<file path="src/rtl/enclink_pkg.sv">
package enclink_pkg;
    localparam logic [7:0] CMD_READ    = 8'h80;
    localparam logic [7:0] CMD_VERSION = 8'hFF;
    localparam logic [7:0] CMD_PROTO   = 8'hFE;

    localparam logic [7:0] TAG_RAW  = 8'h10;
    localparam logic [7:0] TAG_BIN  = 8'h20;
    localparam logic [7:0] TAG_STAT = 8'h70;
    localparam logic [7:0] TAG_EDGE = 8'h71;

    localparam logic [31:0] PROTO_WORD = 32'h4249_5353;

    typedef enum logic [2:0] {
        ST_IDLE,
        ST_WAIT_ENC,
        ST_Q_RAW,
        ST_Q_BIN,
        ST_Q_STAT,
        ST_Q_EDGE
    } disp_state_t;
endpackage

</file>
<file path="src/rtl/enclink_gray_to_bin.sv">
module enclink_gray_to_bin #(
    parameter int W = 13
) (
    input  logic [W-1:0] gray,
    output logic [W-1:0] bin
);
    always_comb begin
        bin[W-1] = gray[W-1];
        for (int i = W - 2; i >= 0; i--) begin
            bin[i] = bin[i+1] ^ gray[i];
        end
    end

    // re-encoding the result must give back the input
    always_comb begin
        assert_reencode_R4: assert ((bin ^ (bin >> 1)) == gray)
            else $error("binary position does not re-encode to the Gray input");
    end
endmodule

</file>
<file path="src/rtl/enclink_reply_fifo.sv">
module enclink_reply_fifo #(
    parameter int DEPTH = 8,
    parameter int DW    = 32
) (
    input  logic          clk,
    input  logic          rst_n,
    input  logic          push,
    input  logic [DW-1:0] push_data,
    input  logic          pop,
    output logic [DW-1:0] head,
    output logic          empty,
    output logic          full
);
    localparam int PW = (DEPTH > 1) ? $clog2(DEPTH) : 1;
    localparam int CW = $clog2(DEPTH + 1);

    logic [DW-1:0] mem [DEPTH];
    logic [PW-1:0] wr_ptr, rd_ptr;
    logic [CW-1:0] count;
    logic          do_pop;

    assign empty  = (count == '0);
    assign full   = (count == CW'(DEPTH));
    assign do_pop = pop && !empty;
    assign head   = empty ? '0 : mem[rd_ptr];

    always_ff @(posedge clk) begin
        if (push) mem[wr_ptr] <= push_data;
    end

    always_ff @(posedge clk or negedge rst_n) begin
        if (!rst_n) begin
            wr_ptr <= '0;
            rd_ptr <= '0;
            count  <= '0;
        end else begin
            if (push)   wr_ptr <= (wr_ptr == PW'(DEPTH - 1)) ? '0 : wr_ptr + 1'b1;
            if (do_pop) rd_ptr <= (rd_ptr == PW'(DEPTH - 1)) ? '0 : rd_ptr + 1'b1;
            if (push && !do_pop)      count <= count + 1'b1;
            else if (do_pop && !push) count <= count - 1'b1;
        end
    end

    assert_no_overflow_R11: assert property (@(posedge clk) disable iff (!rst_n)
        push |-> !full)
        else $error("write into a full reply FIFO");

    assert_pop_step_R8: assert property (@(posedge clk) disable iff (!rst_n)
        (pop && !push && !empty) |=> (count == $past(count) - 1'b1))
        else $error("pop did not remove exactly one word");
endmodule

</file>
<file path="src/rtl/enclink_cmd_dispatch.sv">
module enclink_cmd_dispatch
    import enclink_pkg::*;
#(
    parameter int          FIFO_DEPTH = 8,
    parameter int          POS_W      = 13,
    parameter int          CRC_W      = 6,
    parameter int          EDGE_W     = 8,
    parameter logic [7:0]  VER_MAJOR  = 8'h01,
    parameter logic [7:0]  VER_MINOR  = 8'h00
) (
    input  logic              clk,
    input  logic              rst_n,
    input  logic              rx_strobe,
    input  logic [31:0]       rx_word,
    input  logic              tx_pop,
    output logic [31:0]       tx_word,
    output logic              data_ready,
    output logic              enc_launch,
    input  logic              enc_done,
    input  logic [POS_W-1:0]  enc_gray,
    input  logic [1:0]        enc_flags,
    input  logic [CRC_W-1:0]  enc_crc_rx,
    input  logic [CRC_W-1:0]  enc_crc_calc,
    input  logic [EDGE_W-1:0] enc_edges
);
    localparam int POS_PAD  = 16 - POS_W;
    localparam int CRC_PAD  = 8 - CRC_W;
    localparam int EDGE_PAD = 8 - EDGE_W;

    disp_state_t state_q, state_d;

    logic [POS_W-1:0]  cap_gray;
    logic [POS_W-1:0]  cap_bin;
    logic [1:0]        cap_flags;
    logic [CRC_W-1:0]  cap_crc_rx, cap_crc_calc;
    logic [EDGE_W-1:0] cap_edges;

    logic        fifo_push, fifo_empty, fifo_full;
    logic [31:0] fifo_data;
    logic [7:0]  cmd;
    logic        idle_cmd;

    assign cmd        = rx_word[31:24];
    assign idle_cmd   = rx_strobe && (state_q == ST_IDLE);
    assign data_ready = !fifo_empty;

    enclink_gray_to_bin #(.W(POS_W)) u_g2b (
        .gray (cap_gray),
        .bin  (cap_bin)
    );

    enclink_reply_fifo #(.DEPTH(FIFO_DEPTH), .DW(32)) u_fifo (
        .clk       (clk),
        .rst_n     (rst_n),
        .push      (fifo_push),
        .push_data (fifo_data),
        .pop       (tx_pop),
        .head      (tx_word),
        .empty     (fifo_empty),
        .full      (fifo_full)
    );

    // state register
    always_ff @(posedge clk or negedge rst_n) begin
        if (!rst_n) state_q <= ST_IDLE;
        else        state_q <= state_d;
    end

    always_comb begin
        state_d = state_q;
        unique case (state_q)
            ST_IDLE:     if (enc_launch) state_d = ST_WAIT_ENC;
            ST_WAIT_ENC: if (enc_done)   state_d = ST_Q_RAW;
            ST_Q_RAW:    state_d = ST_Q_BIN;
            ST_Q_BIN:    state_d = ST_Q_STAT;
            ST_Q_STAT:   state_d = ST_Q_EDGE;
            ST_Q_EDGE:   state_d = ST_IDLE;
            default:     state_d = ST_IDLE;
        endcase
    end

    // frame capture
    always_ff @(posedge clk or negedge rst_n) begin
        if (!rst_n) begin
            cap_gray     <= '0;
            cap_flags    <= '0;
            cap_crc_rx   <= '0;
            cap_crc_calc <= '0;
            cap_edges    <= '0;
        end else if (state_q == ST_WAIT_ENC && enc_done) begin
            cap_gray     <= enc_gray;
            cap_flags    <= enc_flags;
            cap_crc_rx   <= enc_crc_rx;
            cap_crc_calc <= enc_crc_calc;
            cap_edges    <= enc_edges;
        end
    end

    // outputs
    always_comb begin
        enc_launch = 1'b0;
        fifo_push  = 1'b0;
        fifo_data  = '0;
        unique case (state_q)
            ST_IDLE: begin
                if (idle_cmd && cmd == CMD_READ && fifo_empty) begin
                    enc_launch = 1'b1;
                end else if (idle_cmd && cmd == CMD_VERSION && !fifo_full) begin
                    fifo_push = 1'b1;
                    fifo_data = {CMD_VERSION, 8'h00, VER_MAJOR, VER_MINOR};
                end else if (idle_cmd && cmd == CMD_PROTO && !fifo_full) begin
                    fifo_push = 1'b1;
                    fifo_data = PROTO_WORD;
                end
            end
            ST_WAIT_ENC: ;
            ST_Q_RAW: begin
                fifo_push = 1'b1;
                fifo_data = {TAG_RAW, 8'h00, {POS_PAD{1'b0}}, cap_gray};
            end
            ST_Q_BIN: begin
                fifo_push = 1'b1;
                fifo_data = {TAG_BIN, 8'h00, {POS_PAD{1'b0}}, cap_bin};
            end
            ST_Q_STAT: begin
                fifo_push = 1'b1;
                fifo_data = {TAG_STAT, 6'b0, cap_flags,
                             {CRC_PAD{1'b0}}, cap_crc_rx,
                             {CRC_PAD{1'b0}}, cap_crc_calc};
            end
            ST_Q_EDGE: begin
                fifo_push = 1'b1;
                fifo_data = {TAG_EDGE, 16'h0000, {EDGE_PAD{1'b0}}, cap_edges};
            end
            default: ;
        endcase
    end

    assert_launch_pulse_R2: assert property (@(posedge clk) disable iff (!rst_n)
        enc_launch |=> !enc_launch)
        else $error("launch strobe longer than one cycle");

    assert_no_launch_pending_R10: assert property (@(posedge clk) disable iff (!rst_n)
        enc_launch |-> !data_ready)
        else $error("read launched while answers are pending");

    assert_empty_zero_R7: assert property (@(posedge clk) disable iff (!rst_n)
        !data_ready |-> (tx_word == 32'h0))
        else $error("nonzero outgoing word with empty FIFO");
endmodule

</file>
<file path="config.mk">
export PLATFORM = sky130hd
export DESIGN_NAME = enclink_cmd_dispatch
export DESIGN_NICKNAME = d
export VERILOG_FILES = /design/src/rtl/enclink_pkg.sv /design/src/rtl/enclink_gray_to_bin.sv /design/src/rtl/enclink_reply_fifo.sv /design/src/rtl/enclink_cmd_dispatch.sv
export SDC_FILE = /design/constraint.sdc
export NUM_CORES = 1
export LEC_CHECK = 0
export ABC_AREA = 1
export CAP_MARGIN = 30
export CORE_ASPECT_RATIO = 2
export CORE_UTILIZATION = 35
export DETAILED_ROUTE_END_ITERATION = 16
export GPL_TIMING_DRIVEN = 1
export PLACE_DENSITY = 0.58
export SKIP_CTS_REPAIR_TIMING = 1
export SLEW_MARGIN = 20
export SYNTH_ARGS = -nofsm -noshare
export SYNTH_HDL_FRONTEND = slang
export SYNTH_SLANG_ARGS = --single-unit
export TNS_END_PERCENT = 1
</file>
<file path="constraint.sdc">
create_clock -name clk -period 5 [get_ports clk]
set_input_delay 0.5 -clock clk [delete_from_list [all_inputs] [get_ports clk]]
set_output_delay 0.5 -clock clk [all_outputs]
set_load 0.01 [all_outputs]
</file>
==> results.sh, run 1 <==
export IMPL_status="finished, final reports clean"
export IMPL_endpoint_kind="output pin"
export IMPL_gp_congestion=0.832
export IMPL_relSlewSlack_pct=40.6
export IMPL_first_global_vias=6615
export IMPL_drtIter0Drc=255
export IMPL_p_leak_nw=4.34
export IMPL_synth_area_leader_cell="edfxtp_1"
export IMPL_critical_path_max_fanout=56
export IMPL_crit_arrival_ns=3.17
export IMPL_die_x_um=122
export IMPL_synth_edf_count=184
export IMPL_synthMuxAreaShare_pct=2.48
export IMPL_initial_core_util_pct=35.5
export IMPL_synth_area_leaders="edfxtp_1 (55%), dfrtp_1 (12%), nor2_1 (6.7%), o21ai_0 (6.2%), mux2_2 (2.5%)"
export IMPL_ys_flop_type="edfxtp_1"
export IMPL_root_buffer="clkbuf_16"
export IMPL_grtUsageTotal_pct=16.2
export IMPL_report_final_slew_viol_count=0
export IMPL_ys_types=31
export IMPL_fp_dieH_um=241
export IMPL_grt_max_degree=94
export IMPL_grt_pass1_wl_um=35700
export IMPL_path_cells="inv_2 > buf_4 > o21ai_0 > o22ai_1 > o21ai_0 > a31oi_1 > clkdlybuf4s50_1"
export IMPL_syn_avg_cell_area_um2=11.4
export IMPL_ant_nets=0
export IMPL_final_nets=1033
export IMPL_drcViolationCount=0
export IMPL_synth_xor_area_share_pct=0.263
export IMPL_synth_seq_area_share_pct=67.2
export IMPL_worst_hold_path_type="primary input to async pin"
export IMPL_worst_setup_path_start_kind="flop"
export IMPL_design_core_area_mm2=0.0282
export IMPL_fin_crit_ns=3.67
export IMPL_synth_compound_area_share_pct=11.4
export IMPL_hpwl_um=15000
export IMPL_tightest_slew_ns=0.891
export IMPL_firstDrtPassIters=5
export IMPL_clock_skew_ns=0.0101
export IMPL_antenna_found_initial=0
export IMPL_finalHoldViolCount=0
export IMPL_max_freq_ghz=0.272
export IMPL_ys_seq_elements=232
export IMPL_dieArea_mm2=0.0293
export IMPL_clockBufferDepth=3
export IMPL_synth_top_family_by_area="simple AND/OR/NAND/NOR gates"
export IMPL_worstSetupPathType="flop to output pin"
export IMPL_power_density_mw_per_mm2=668
export IMPL_diodes=0
export IMPL_tritoncts="yes"
export IMPL_synth_top_area_share_pct=55.2
export IMPL_rsz0062_at_grt="false"
export IMPL_final_common_cell="edfxtp_1"
export IMPL_clk_latency_ns=0.51
export IMPL_critPathSlowestCell="inv_2"
export IMPL_cts_sinks=232
export IMPL_avgViaCountPerCell=5.11
export IMPL_synth_fa_ha_area_share_pct=1.20
export IMPL_synthesis_area_mm2=0.0100
export IMPL_post_place_ws_ns=1.53
export IMPL_row_count=87
export IMPL_final_cell_mix="edfxtp_1 (184), nor2_1 (174), o21ai_0 (123)"
export IMPL_routed_via_count=6748
export IMPL_syn_inst=875
export IMPL_syn_to_final_growth_pct=20.3
export IMPL_cts_buffers=20
export IMPL_clkTransAtPathRegs_ns=0.07
export IMPL_setup_viol=0
export IMPL_wl_per_cell_um=17.7
export IMPL_synthArstFlopShare_pct=20.7
export IMPL_crit_path_frequent_cell="o21ai_0"
export IMPL_utilization_pct=42.7
export IMPL_fin_crit_sh_pct=73.4
export IMPL_numPortBuffers=76
export IMPL_yosys_area_share_simple_pct=13.3
export IMPL_drive_gt1_share_pct=12.7
export IMPL_maxCapViolations=0
export IMPL_cp_required_ns=4.50
export IMPL_drt_wl_total_um=23400
export IMPL_yosys_warnings=0
export IMPL_fin_ws_ns=1.33
export IMPL_slowest_delay_ns=0.63
export IMPL_max_vdd_ir_drop_mv=0.310
export IMPL_gr_total_overflow=0
export IMPL_finalSetupTns_ns=0
export IMPL_htreeDepth=1
export IMPL_io_pins=106
-- final timing paths --
check	from	to	cells past startpoint	slack, ns
max	u_fifo.rd_ptr[0]$_DFFE_PN0P_	tx_word[11]	7	1.33
min	rst_n	cap_crc_calc[4]$_DFFE_PN0P_	2	0.09
max reg2reg	u_fifo.count[0]$_DFFE_PN0P_	u_fifo.count[3]$_DFFE_PN0P_	16	1.83
min reg2reg	u_fifo.count[3]$_DFFE_PN0P_	u_fifo.count[3]$_DFFE_PN0P_	1	0.50
max in group asynchronous	rst_n	u_fifo.rd_ptr[0]$_DFFE_PN0P_	2	4.42
min in group clk	u_fifo.count[3]$_DFFE_PN0P_	u_fifo.count[3]$_DFFE_PN0P_	1	0.50
-- registers in the layout (all words and copies together), names as in the netlist --
signal,flops
u_fifo.mem,184
cap_gray,13
cap_edges,8
cap_crc_calc,6
cap_crc_rx,6
u_fifo.count,4
state_q,3
u_fifo.rd_ptr,3
u_fifo.wr_ptr,3
cap_flags,2
-- cell usage after synthesis (all sizes together) (2+ instances only) --
library cell and number:
a41oi 5, nor4 2, a21oi 20, a221oi 3
o21ai 123, nand3 47, edfxtp 184, buf 11
nand4 3, o22ai 25, nor2 178, ha 8
nand2 61, mux2 22, dfrtp 48, clkbuf 43
a31oi 30, xnor2 2, nor3 7, inv 46
-- through the flow --
step                hold WS [ns]  total power [mW]  std cells  cell area, um2
floorplan                  0.204              5.05        879           10000
global placement           0.487              6.31       1281           11200
detailed placement         0.487              6.39       1284           11300
CTS                        0.107              8.10       1319           12000
global route               0.136              8.58       1321           12000
finish                    0.0888              8.04       1321           12000
-- kinds of logic after synthesis --
family,after synthesis
AND/OR/NAND/NOR,300
flip-flops,232
AO/OA/AOI/OAI,208
buffers and inverters,100
multiplexers,22
adder cells (fa/ha/maj),9
XOR/XNOR,3
other,1
-- layout make-up --
cell class,instances,area [um2]
tap,356,445
clock buffer,24,537
timing repair buffer,105,1050
sequential,232,6730
inverter,46,173
multi-input combinational,547,2920
fill,2597,16200
clock inverter,11,186
-- power breakdown --
group,leakage [nW],switching [mW],internal (mW)
Clock,0.350,0.682,1.03
Sequential,2.26,0.194,2.71
Combinational,1.73,2.11,1.31
-- metal layers --
| layer | vias to the layer above | share of wire [%] | global-route usage [%] |
|---|---|---|---|
| met2 | 143 | 56 | 31.3 |
| met1 | 3305 | 39 | 18.0 |
| met3 | 34 | 3.4 | 1.54 |
| met5 | - | 0 | 0 |
| met4 | 0 | 2.5 | 5.91 |
| li1 | 3266 | - | - |
-- worst max-delay path, delay by kind of cell, from the launching register on --
kind                   cells  cell delay, ns
DFF                        1            0.41
AOI/OAI and AO/OA          4            0.67
buffers and inverters      3            1.56
(Power assumes the default switching activity.)
==> run 2: changes to the inputs <==
--- a/config.mk
+++ b/config.mk
@@ -11,7 +11,7 @@
 export CORE_UTILIZATION = 35
 export DETAILED_ROUTE_END_ITERATION = 16
 export GPL_TIMING_DRIVEN = 1
-export PLACE_DENSITY = 0.58
+export PLACE_DENSITY = 0.6
 export SKIP_CTS_REPAIR_TIMING = 1
 export SLEW_MARGIN = 20
 export SYNTH_ARGS = -nofsm -noshare
==> constraint.sdc (replaced) <==
create_clock -name clk -period 3.2 [get_ports clk]
set_input_delay 0.32 -clock clk [delete_from_list [all_inputs] [get_ports clk]]
set_output_delay 0.32 -clock clk [all_outputs]
set_load 0.01 [all_outputs]
==> run 2 against run 1 <==
  * Via count grew 1.4%
  * Combinational power grew 60%
  * Design area grew 0.14%
  * Setup slack lost 1.2 ns
  * Register-to-register slack lost 1.3 ns
  * Global-route usage grew 0.57 points
  * Sequential share of layout area shrank 0.076 points
  * Worst hold slack gained 0.29 ns
  * Flip-flop and latch count is the same
==> results.sh, run 2 (synthesis results as in run 1) <==
export IMPL_antenna_found_initial=0
export IMPL_max_vdd_ir_drop_mv=0.508
export IMPL_cts_sinks=232
export IMPL_design_core_area_mm2=0.0282
export IMPL_multi_input_area_mm2=0.00293
export IMPL_finalHoldViolCount=0
export IMPL_first_global_vias=6801
export IMPL_power_density_mw_per_mm2=1020
export IMPL_post_place_ws_ns=0.304
export IMPL_clockBufferDepth=3
export IMPL_avgViaCountPerCell=5.12
export IMPL_final_nets=1049
export IMPL_finalNonFillerCells=1336
export IMPL_setup_viol=0
export IMPL_met3_length_um=860
export IMPL_wl_per_cell_um=17.8
export IMPL_die_x_um=122
export IMPL_dieArea_mm2=0.0293
export IMPL_area_sequential_mm2=0.00673
export IMPL_maxCapViolations=0
export IMPL_crit_arrival_ns=2.70
export IMPL_clkTransAtPathRegs_ns=0.07
export IMPL_fin_ws_ns=0.178
export IMPL_gp_congestion=0.842
export IMPL_htreeDepth=1
export IMPL_rsz0062_at_grt="false"
export IMPL_ant_nets=0
export IMPL_finalSetupTns_ns=0
export IMPL_fin_crit_sh_pct=94.4
export IMPL_critPathSlowestCell="clkdlybuf4s50_1"
export IMPL_fin_crit_ns=3.02
export IMPL_drt_wl_total_um=23800
export IMPL_cp_required_ns=2.88
export IMPL_final_common_cell="edfxtp_1"
export IMPL_io_pins=106
export IMPL_max_freq_ghz=0.331
export IMPL_p_leak_nw=4.36
export IMPL_numPortBuffers=76
export IMPL_numPlacedInstances=1302
export IMPL_critical_path_max_fanout=9
export IMPL_tightest_slew_ns=0.746
export IMPL_worst_hold_path_type="primary input to async pin"
export IMPL_top_layer_used="met4"
export IMPL_clk_latency_ns=0.50
export IMPL_worst_setup_path_start_kind="flop"
export IMPL_diodes=0
export IMPL_tritoncts="yes"
export IMPL_grt_pass1_wl_um=37100
export IMPL_top_regs="u_fifo.mem: 184 flops, cap_gray: 13 flops, cap_edges: 8 flops"
export IMPL_cts_buffers=19
export IMPL_routed_via_count=6845
export IMPL_grtUsageTotal_pct=16.8
export IMPL_path_cells="inv_1 > buf_4 > o21ai_0 > o22ai_1 > o21ai_0 > a31oi_1 > clkdlybuf4s50_1"
export IMPL_clock_skew_ns=0.00954
export IMPL_crit_path_frequent_cell="o21ai_0"
export IMPL_relSlewSlack_pct=49.6
export IMPL_drive_gt1_share_pct=14.2
export IMPL_gr_total_overflow=0
export IMPL_rr_worst_depth=15
export IMPL_drtIter0Drc=322
export IMPL_row_count=87
export IMPL_worstSetupPathType="flop to output pin"
export IMPL_fp_dieH_um=241
export IMPL_root_buffer="clkbuf_16"
export IMPL_final_cell_mix="edfxtp_1 (184), nor2_1 (174), o21ai_0 (123)"
export IMPL_status="finished, final reports clean"
export IMPL_wl_met2_um=13400
export IMPL_drcViolationCount=0
export IMPL_endpoint_kind="output pin"
export IMPL_hpwl_um=15800
export IMPL_largest_register_ffs=184
export IMPL_wl_met1_um=8690
export IMPL_grt_max_degree=58
export IMPL_slowest_delay_ns=0.59
export IMPL_initial_core_util_pct=35.5
export IMPL_firstDrtPassIters=4
export IMPL_power_mw=12.3
export IMPL_syn_to_final_growth_pct=20.4
export IMPL_top_register="u_fifo.mem"
export IMPL_fillerInstances=2612
export IMPL_report_final_slew_viol_count=0
==> run 2: power breakdown <==
group          total, mW  internal [mW]  switching [mW]
clock network       2.30           1.25            1.04
registers           4.56           4.23           0.327
logic               5.48           2.15            3.34
total               12.3           7.63            4.71
==> run 2: final timing paths <==
check	to	slack, ns	from
setup / recovery	tx_word[7]	0.18	u_fifo.rd_ptr[1]$_DFFE_PN0P_
setup reg to reg	u_fifo.count[3]$_DFFE_PN0P_	0.49	state_q[0]$_DFFE_PN0P_
max in group asynchronous	u_fifo.wr_ptr[1]$_DFFE_PN0P_	2.16	rst_n
min in group clk	cap_gray[8]$_DFFE_PN0P_	0.40	enc_gray[8]
hold reg to reg	u_fifo.count[3]$_DFFE_PN0P_	0.51	u_fifo.count[3]$_DFFE_PN0P_
hold / removal	cap_edges[5]$_DFFE_PN0P_	0.38	rst_n
==> run 2: through the flow <==
stage | util [%] | hold slack [ns] | area [um2]
detailed placement | 40.5 | 0.389 | 11400
finish | 42.8 | 0.383 | 12100
global placement | 40.5 | 0.382 | 11400
global route | 42.8 | 0.400 | 12100
floorplan | - | 0.0244 | 10000
CTS | 42.7 | -0.140 | 12000
==> run 2: area by class of cell <==
cell class / count / share of cell area, %
flip-flops and latches: 232 / 55.8
repair buffers: 122 / 9.74
multi-input cells: 547 / 24.3
well taps: 356 / 3.70
clock inverters: 14 / 1.04
clock buffers: 19 / 3.94
inverters: 46 / 1.43
==> run 2: worst max-delay path, delay by kind of cell (launching register included) <==
kind                   cells  cell delay [ns]
AO/OA/AOI/OAI              4             0.68
buffers and inverters      3             1.14
flip-flops                 1             0.39
==> run 2: per-layer routing <==
layer,GRT usage [%],up-vias
met3,1.77,55
li1,-,3294
met1,18.0,3321
met5,0,-
met4,7.82,0
met2,32.2,175
